**config.mk**
```make
export PLATFORM = sky130hd
export DESIGN_NAME = rect_writer
export DESIGN_NICKNAME = d
export VERILOG_FILES = /design/src/rtl/rect_pkg.sv /design/src/rtl/rect_dp.sv /design/src/rtl/rect_ctrl.sv /design/src/rtl/rect_writer.sv
export SDC_FILE = /design/constraint.sdc
export NUM_CORES = 1
export LEC_CHECK = 0
export BUFFER_PORTS_ARGS = -buffer_cell sky130_fd_sc_hd__buf_2
export CAP_MARGIN = 20
export CORE_ASPECT_RATIO = 1.5
export CORE_MARGIN = 2
export CORE_UTILIZATION = 57
export CTS_CLUSTER_SIZE = 30
export DETAILED_ROUTE_END_ITERATION = 8
export PLACE_DENSITY = 0.87
export SYNTH_ARGS = -nofsm -noshare
export SYNTH_HDL_FRONTEND = slang
export SYNTH_HIERARCHICAL = 1
export SYNTH_SLANG_ARGS = --single-unit
```
**constraint.sdc**
```tcl
create_clock -name clk -period 7.5 [get_ports clk]
set_input_delay 0.75 -clock clk [delete_from_list [all_inputs] [get_ports clk]]
set_output_delay 0.75 -clock clk [all_outputs]
set_load 0.05 [all_outputs]
```
**src/rtl/rect_pkg.sv**
```systemverilog
package rect_pkg;
  typedef struct packed {
    logic load;
    logic nextLine;
    logic beat;
  } rectStrobe_t;

  typedef enum logic [1:0] {
    ST_IDLE,
    ST_CMD,
    ST_DATA,
    ST_HALT
  } rectState_t;
endpackage

```
**src/rtl/rect_dp.sv**
```systemverilog
module rect_dp
  import rect_pkg::*;
#(
  parameter int ADDR_W = 32,
  parameter int DATA_W = 32,
  parameter int LEN_W  = 16,
  parameter int CNT_W  = 13,
  parameter int ATTR_W = 4
) (
  input  logic              clk,
  input  logic              rstN,
  input  rectStrobe_t       strb,
  input  logic [ADDR_W-1:0] cfgBase,
  input  logic [LEN_W-1:0]  cfgLineBytes,
  input  logic [LEN_W-1:0]  cfgStride,
  input  logic [CNT_W-1:0]  cfgLines,
  input  logic [ATTR_W-1:0] cfgCache,
  input  logic [ATTR_W-1:0] cfgUser,
  output logic              cfgOk,
  output logic [ADDR_W-1:0] lineAddr,
  output logic [LEN_W-1:0]  lineBytes,
  output logic [ATTR_W-1:0] cache,
  output logic [ATTR_W-1:0] user,
  output logic              lastBeat,
  output logic              lastLine
);
  localparam int BYTES_W = DATA_W / 8;
  localparam int ALIGN_W = $clog2(BYTES_W);

  logic [LEN_W-1:0] strideQ;
  logic [CNT_W-1:0] linesQ;
  logic [CNT_W-1:0] lineCnt;
  logic [LEN_W-1:0] beatCnt;
  logic [LEN_W-1:0] lineBeats;

  assign cfgOk = (cfgLines != '0) &&
                 (cfgBase[ALIGN_W-1:0] == '0) &&
                 (cfgLineBytes != '0) &&
                 (cfgLineBytes[ALIGN_W-1:0] == '0);

  assign lineBeats = lineBytes >> ALIGN_W;
  assign lastBeat  = (beatCnt == LEN_W'(lineBeats - 1'b1));
  assign lastLine  = (lineCnt == CNT_W'(linesQ - 1'b1));

  always_ff @(posedge clk) begin
    if (!rstN) begin
      lineAddr  <= '0;
      lineBytes <= '0;
      strideQ   <= '0;
      linesQ    <= '0;
      cache     <= '0;
      user      <= '0;
      lineCnt   <= '0;
      beatCnt   <= '0;
    end else if (strb.load) begin
      lineAddr  <= cfgBase;
      lineBytes <= cfgLineBytes;
      strideQ   <= cfgStride;
      linesQ    <= cfgLines;
      cache     <= cfgCache;
      user      <= cfgUser;
      lineCnt   <= '0;
      beatCnt   <= '0;
    end else begin
      if (strb.beat) begin
        beatCnt <= lastBeat ? '0 : beatCnt + 1'b1;
      end
      if (strb.nextLine) begin
        lineCnt  <= lineCnt + 1'b1;
        lineAddr <= lineAddr + ADDR_W'(strideQ);
      end
    end
  end
endmodule

```
**src/rtl/rect_ctrl.sv**
```systemverilog
module rect_ctrl
  import rect_pkg::*;
(
  input  logic        clk,
  input  logic        rstN,
  input  logic        start,
  input  logic        cfgOk,
  input  logic        cmdReady,
  input  logic        sTvalid,
  input  logic        sTlast,
  input  logic        wReady,
  input  logic        lastBeat,
  input  logic        lastLine,
  output rectStrobe_t strb,
  output logic        cmdValid,
  output logic        dataEn,
  output logic        done,
  output logic        errCfg,
  output logic        errUnderrun,
  output logic        errOverrun
);
  rectState_t state;
  logic beatFire;
  logic finalBeat;

  assign cmdValid  = (state == ST_CMD);
  assign dataEn    = (state == ST_DATA);
  assign beatFire  = dataEn && sTvalid && wReady;
  assign finalBeat = lastBeat && lastLine;

  always_comb begin
    strb          = '0;
    strb.load     = (state == ST_IDLE) && start && cfgOk;
    strb.beat     = beatFire;
    strb.nextLine = beatFire && lastBeat && !lastLine && !sTlast;
  end

  always_ff @(posedge clk) begin
    if (!rstN) begin
      state       <= ST_IDLE;
      done        <= 1'b0;
      errCfg      <= 1'b0;
      errUnderrun <= 1'b0;
      errOverrun  <= 1'b0;
    end else begin
      done   <= 1'b0;
      errCfg <= 1'b0;
      case (state)
        ST_IDLE: begin
          if (start) begin
            if (cfgOk) state <= ST_CMD;
            else       errCfg <= 1'b1;
          end
        end
        ST_CMD: begin
          if (cmdReady) state <= ST_DATA;
        end
        ST_DATA: begin
          if (beatFire) begin
            if (sTlast && !finalBeat) begin
              errUnderrun <= 1'b1;
              state       <= ST_HALT;
            end else if (finalBeat && !sTlast) begin
              errOverrun <= 1'b1;
              state      <= ST_HALT;
            end else if (finalBeat) begin
              done  <= 1'b1;
              state <= ST_IDLE;
            end else if (lastBeat) begin
              state <= ST_CMD;
            end
          end
        end
        default: state <= ST_HALT;
      endcase
    end
  end
endmodule

```
**src/rtl/rect_writer.sv**
```systemverilog
module rect_writer
  import rect_pkg::*;
#(
  parameter int ADDR_W = 32,
  parameter int DATA_W = 32,
  parameter int LEN_W  = 16,
  parameter int CNT_W  = 13,
  parameter int ATTR_W = 4
) (
  input  logic              clk,
  input  logic              rstN,
  input  logic              start,
  input  logic [ADDR_W-1:0] cfgBase,
  input  logic [LEN_W-1:0]  cfgLineBytes,
  input  logic [LEN_W-1:0]  cfgStride,
  input  logic [CNT_W-1:0]  cfgLines,
  input  logic [ATTR_W-1:0] cfgCache,
  input  logic [ATTR_W-1:0] cfgUser,
  output logic              cmdValid,
  input  logic              cmdReady,
  output logic [ADDR_W-1:0] cmdAddr,
  output logic [LEN_W-1:0]  cmdBytes,
  output logic [ATTR_W-1:0] cmdCache,
  output logic [ATTR_W-1:0] cmdUser,
  input  logic [DATA_W-1:0] sTdata,
  input  logic              sTvalid,
  input  logic              sTlast,
  output logic              sTready,
  output logic [DATA_W-1:0] wData,
  output logic              wValid,
  output logic              wLast,
  input  logic              wReady,
  output logic              done,
  output logic              errCfg,
  output logic              errUnderrun,
  output logic              errOverrun
);
  rectStrobe_t strb;
  logic cfgOk;
  logic lastBeat;
  logic lastLine;
  logic dataEn;

  rect_ctrl ctrl_i (
    .clk(clk), .rstN(rstN), .start(start), .cfgOk(cfgOk),
    .cmdReady(cmdReady), .sTvalid(sTvalid), .sTlast(sTlast), .wReady(wReady),
    .lastBeat(lastBeat), .lastLine(lastLine), .strb(strb),
    .cmdValid(cmdValid), .dataEn(dataEn), .done(done), .errCfg(errCfg),
    .errUnderrun(errUnderrun), .errOverrun(errOverrun)
  );

  rect_dp #(
    .ADDR_W(ADDR_W), .DATA_W(DATA_W), .LEN_W(LEN_W),
    .CNT_W(CNT_W), .ATTR_W(ATTR_W)
  ) dp_i (
    .clk(clk), .rstN(rstN), .strb(strb),
    .cfgBase(cfgBase), .cfgLineBytes(cfgLineBytes), .cfgStride(cfgStride),
    .cfgLines(cfgLines), .cfgCache(cfgCache), .cfgUser(cfgUser),
    .cfgOk(cfgOk), .lineAddr(cmdAddr), .lineBytes(cmdBytes),
    .cache(cmdCache), .user(cmdUser), .lastBeat(lastBeat), .lastLine(lastLine)
  );

  assign sTready = dataEn && wReady;
  assign wValid  = dataEn && sTvalid;
  assign wData   = sTdata;
  assign wLast   = dataEn && lastBeat;
endmodule

```
==> reports/metrics.cfg <==
[logic_synthesis]
ys_async_sr_fraction_pct = 0
ys_ff_latch = 120
synth_warnings = 6
syn_nets = 1020
synthCells = 875
synth-edff-count = 0
yosysTopAreaCell = dfxtp_1
synth.distinct_cells = 81
yosysSeqAreaShare_pct = 32.2
yosys-top-cells-area = dfxtp_1, mux2i_1, nor2b_1, xor2_1, xnor2_1
synth_top_area_share_pct = 32.2
ys.flop_type = dfxtp_1
syn_area_um2 = 7460
avgSynthCellArea_um2 = 8.53

[timing]
rsz0062_at_grt = false
setup_ws_ns = 2.76
period_share_pct = 63.2
whs_ns = 0.462
setup_viol = 0
hold_viol = 0
clock.fmax_mhz = 211
slew_headroom_pct = 25.3
finClkSkew_ns = 0.0119
tightest_slew_ns = 1.11
fin_setup_tns_ns = 0
final_max_slew_viol_count = 0
min_period_ns = 4.74

[power_and_ir_drop]
peakVddDrop_uv = 158
p_leak_nw = 3.48
power_density_nw_per_um2 = 179

[placement]
gp_congestion = 0.999
dp.cells = 1116
place_worst_setup_slack_ns = 2.86
port_buffers = 155
dp_hpwl_um = 14100

[worst_setup_path]
criticalPathCategory = reg -> reg
cp-start-kind = register
end_kind = register
cp.required_ns = 7.81
crit_fanout = 33
arrival_ns = 5.05

[cells_and_area]
final_util_pct = 66.5
final_common_cell = buf_2
stdcell_count = 1148
antenna_cells = 0
final_cell_mix = buf_2, dfxtp_1, nor2_1
areaGrowthSynthToFinish_pct = 14.8
drive_gt1_share_pct = 21.4
fin_nets = 1121

[global_route]
grt_overflow = 0
grt_max_degree = 91
grt_pass1_wl_um = 31700
track_usage_pct = 27.6
antenna_found_initial = 2
grt_pass1_vias = 6616

[floorplanning]
coreArea_um2 = 12900
dieHeight_um = 144
start_util_pct = 57.9
io_pins = 220
rows = 51
die-area_um2 = 14000
chipWidth_um = 97.4

[cts]
worstSkewPairLatency_ns = 0.42
cts_root_buf = clkbuf_16
cts_tree = yes
cts_setup_buffers = 0
cts_resized = 0
clk_transition_reported_paths_ns = 0.06
cts_hold_buf = 0
clk_path_buf_depth = 2
clkSinkCount = 120
cts_made_buffers = 17
h-tree-depth = 4

[drt]
routed-via-count = 6993
routed_wl_um = 19600
wl_per_cell_um = 17.1
drc = 0
ant_nets = 0
drt_first_iter_violations = 444
dr.pass1.iters = 7
routed_via_density = 6.09

[status]
status = finished clean

[min_path]
hold_class = reg -> reg

[flow_run]
maxCapViolations = 0

==> report_power, final <==
part | internal (mW) | switching, mW
clock | 0.443 | 0.287
combinational | 0.0566 | 0.0857
sequential | 0.648 | 0.0122
==> cells in the mapped netlist (all sizes together) (4+ instances only) <==
library cell and number:
o211ai 5, nor4 17, and4 5, o211a 4, nor3b 4, nand2b 8
nor2 71, a211oi 9, clkbuf 34, a31oi 6, xor2 39, nand3 30
nor2b 61, nor3 17, and3 11, mux2i 63, nand3b 4, o31a 4
a221oi 4, a22o 4, o2111ai 5, nand4 22, and2 9, inv 17
ha 20, dfxtp 120, nor4b 7, a21o 7, o21ai 42, a21oi 35
o21bai 5, or2 4, or4 6, buf 44, nand2 51, xnor2 34
==> registers in the layout, summed over array words and instances, names as in the netlist <==
signal              flops
dp_i/lineAddr          32
dp_i/lineCnt           13
ctrl_i/errOverrun       1
dp_i/cache              4
dp_i/strideQ           16
dp_i/beatCnt           16
ctrl_i/errCfg           1
dp_i/user               4
dp_i/lineBytes         16
dp_i/linesQ            13
ctrl_i/state            2
ctrl_i/done             1
ctrl_i/errUnderrun      1
==> layer usage <==
metal | track usage, % | up-vias | wire length [um]
li1 | - | 3326 | -
met1 | 29.7 | 3254 | 7480
met2 | 50.2 | 336 | 10000
met3 | 6.43 | 75 | 1350
met4 | 14.3 | 2 | 780
met5 | 0 | - | 15
==> cell type report <==
cell class                 instances  area (um^2)
multi-input combinational        659         4560
timing repair buffer             161          821
tap                              159          199
sequential                       120         2400
clock buffer                      23          478
inverter                          17         63.8
fill                            1053         4320
clock inverter                     9         50.0
==> worst max-delay path, stage by stage (launching register included) <==
cell and delay [ns]:
dfxtp_1 0.40, inv_1 0.09, ha_1 0.25, or4b_1 0.61, nor4_1 0.38, nor2_1 0.07
nor4_1 0.22, o21ai_0 0.12, a2111oi_0 0.40, buf_4 0.22, nor4b_2 0.19, buf_4 0.40
inv_1 0.36, nor2_1 0.30, nand2_1 0.09, a2111o_1 0.31, o211ai_1 0.11, nor2_1 0.07
==> kinds of logic (layout without fill, tap and decap cells) <==
kind of cell | after synthesis | in the layout | share of synthesized area [%]
muxes | 63 | 63 | 8.45
adders and majority gates | 21 | 21 | 3.62
and+or+nand+nor | 337 | 337 | 24.8
xor gates and xnor gates | 73 | 73 | 8.57
DFF | 120 | 120 | 32.2
buffers and inverters | 96 | 210 | 6.94
AOI/OAI and AO/OA | 165 | 165 | 15.4
==> final timing paths <==
path / from / end / depth (start not counted) / slack, ns
worst min register to register: ctrl_i/errOverrun / ctrl_i/errOverrun / 1 / 0.46
worst min-delay path: ctrl_i/errOverrun / ctrl_i/errOverrun / 1 / 0.46
worst max register to register: dp_i/lineBytes[2] / dp_i/lineAddr[15] / 17 / 2.76
worst max-delay path: dp_i/lineBytes[2] / dp_i/lineAddr[15] / 17 / 2.76
==> metrics by stage <==
stage	total power, mW	cell area (um^2)
5_1_grt	1.58	8570
6_report	1.53	8570
4_1_cts	1.54	8570
3_5_place_dp	0.814	8040
3_3_place_gp	0.811	8040
2_1_floorplan	0.809	7460
Note: power is estimated with default switching activity, not from simulation.
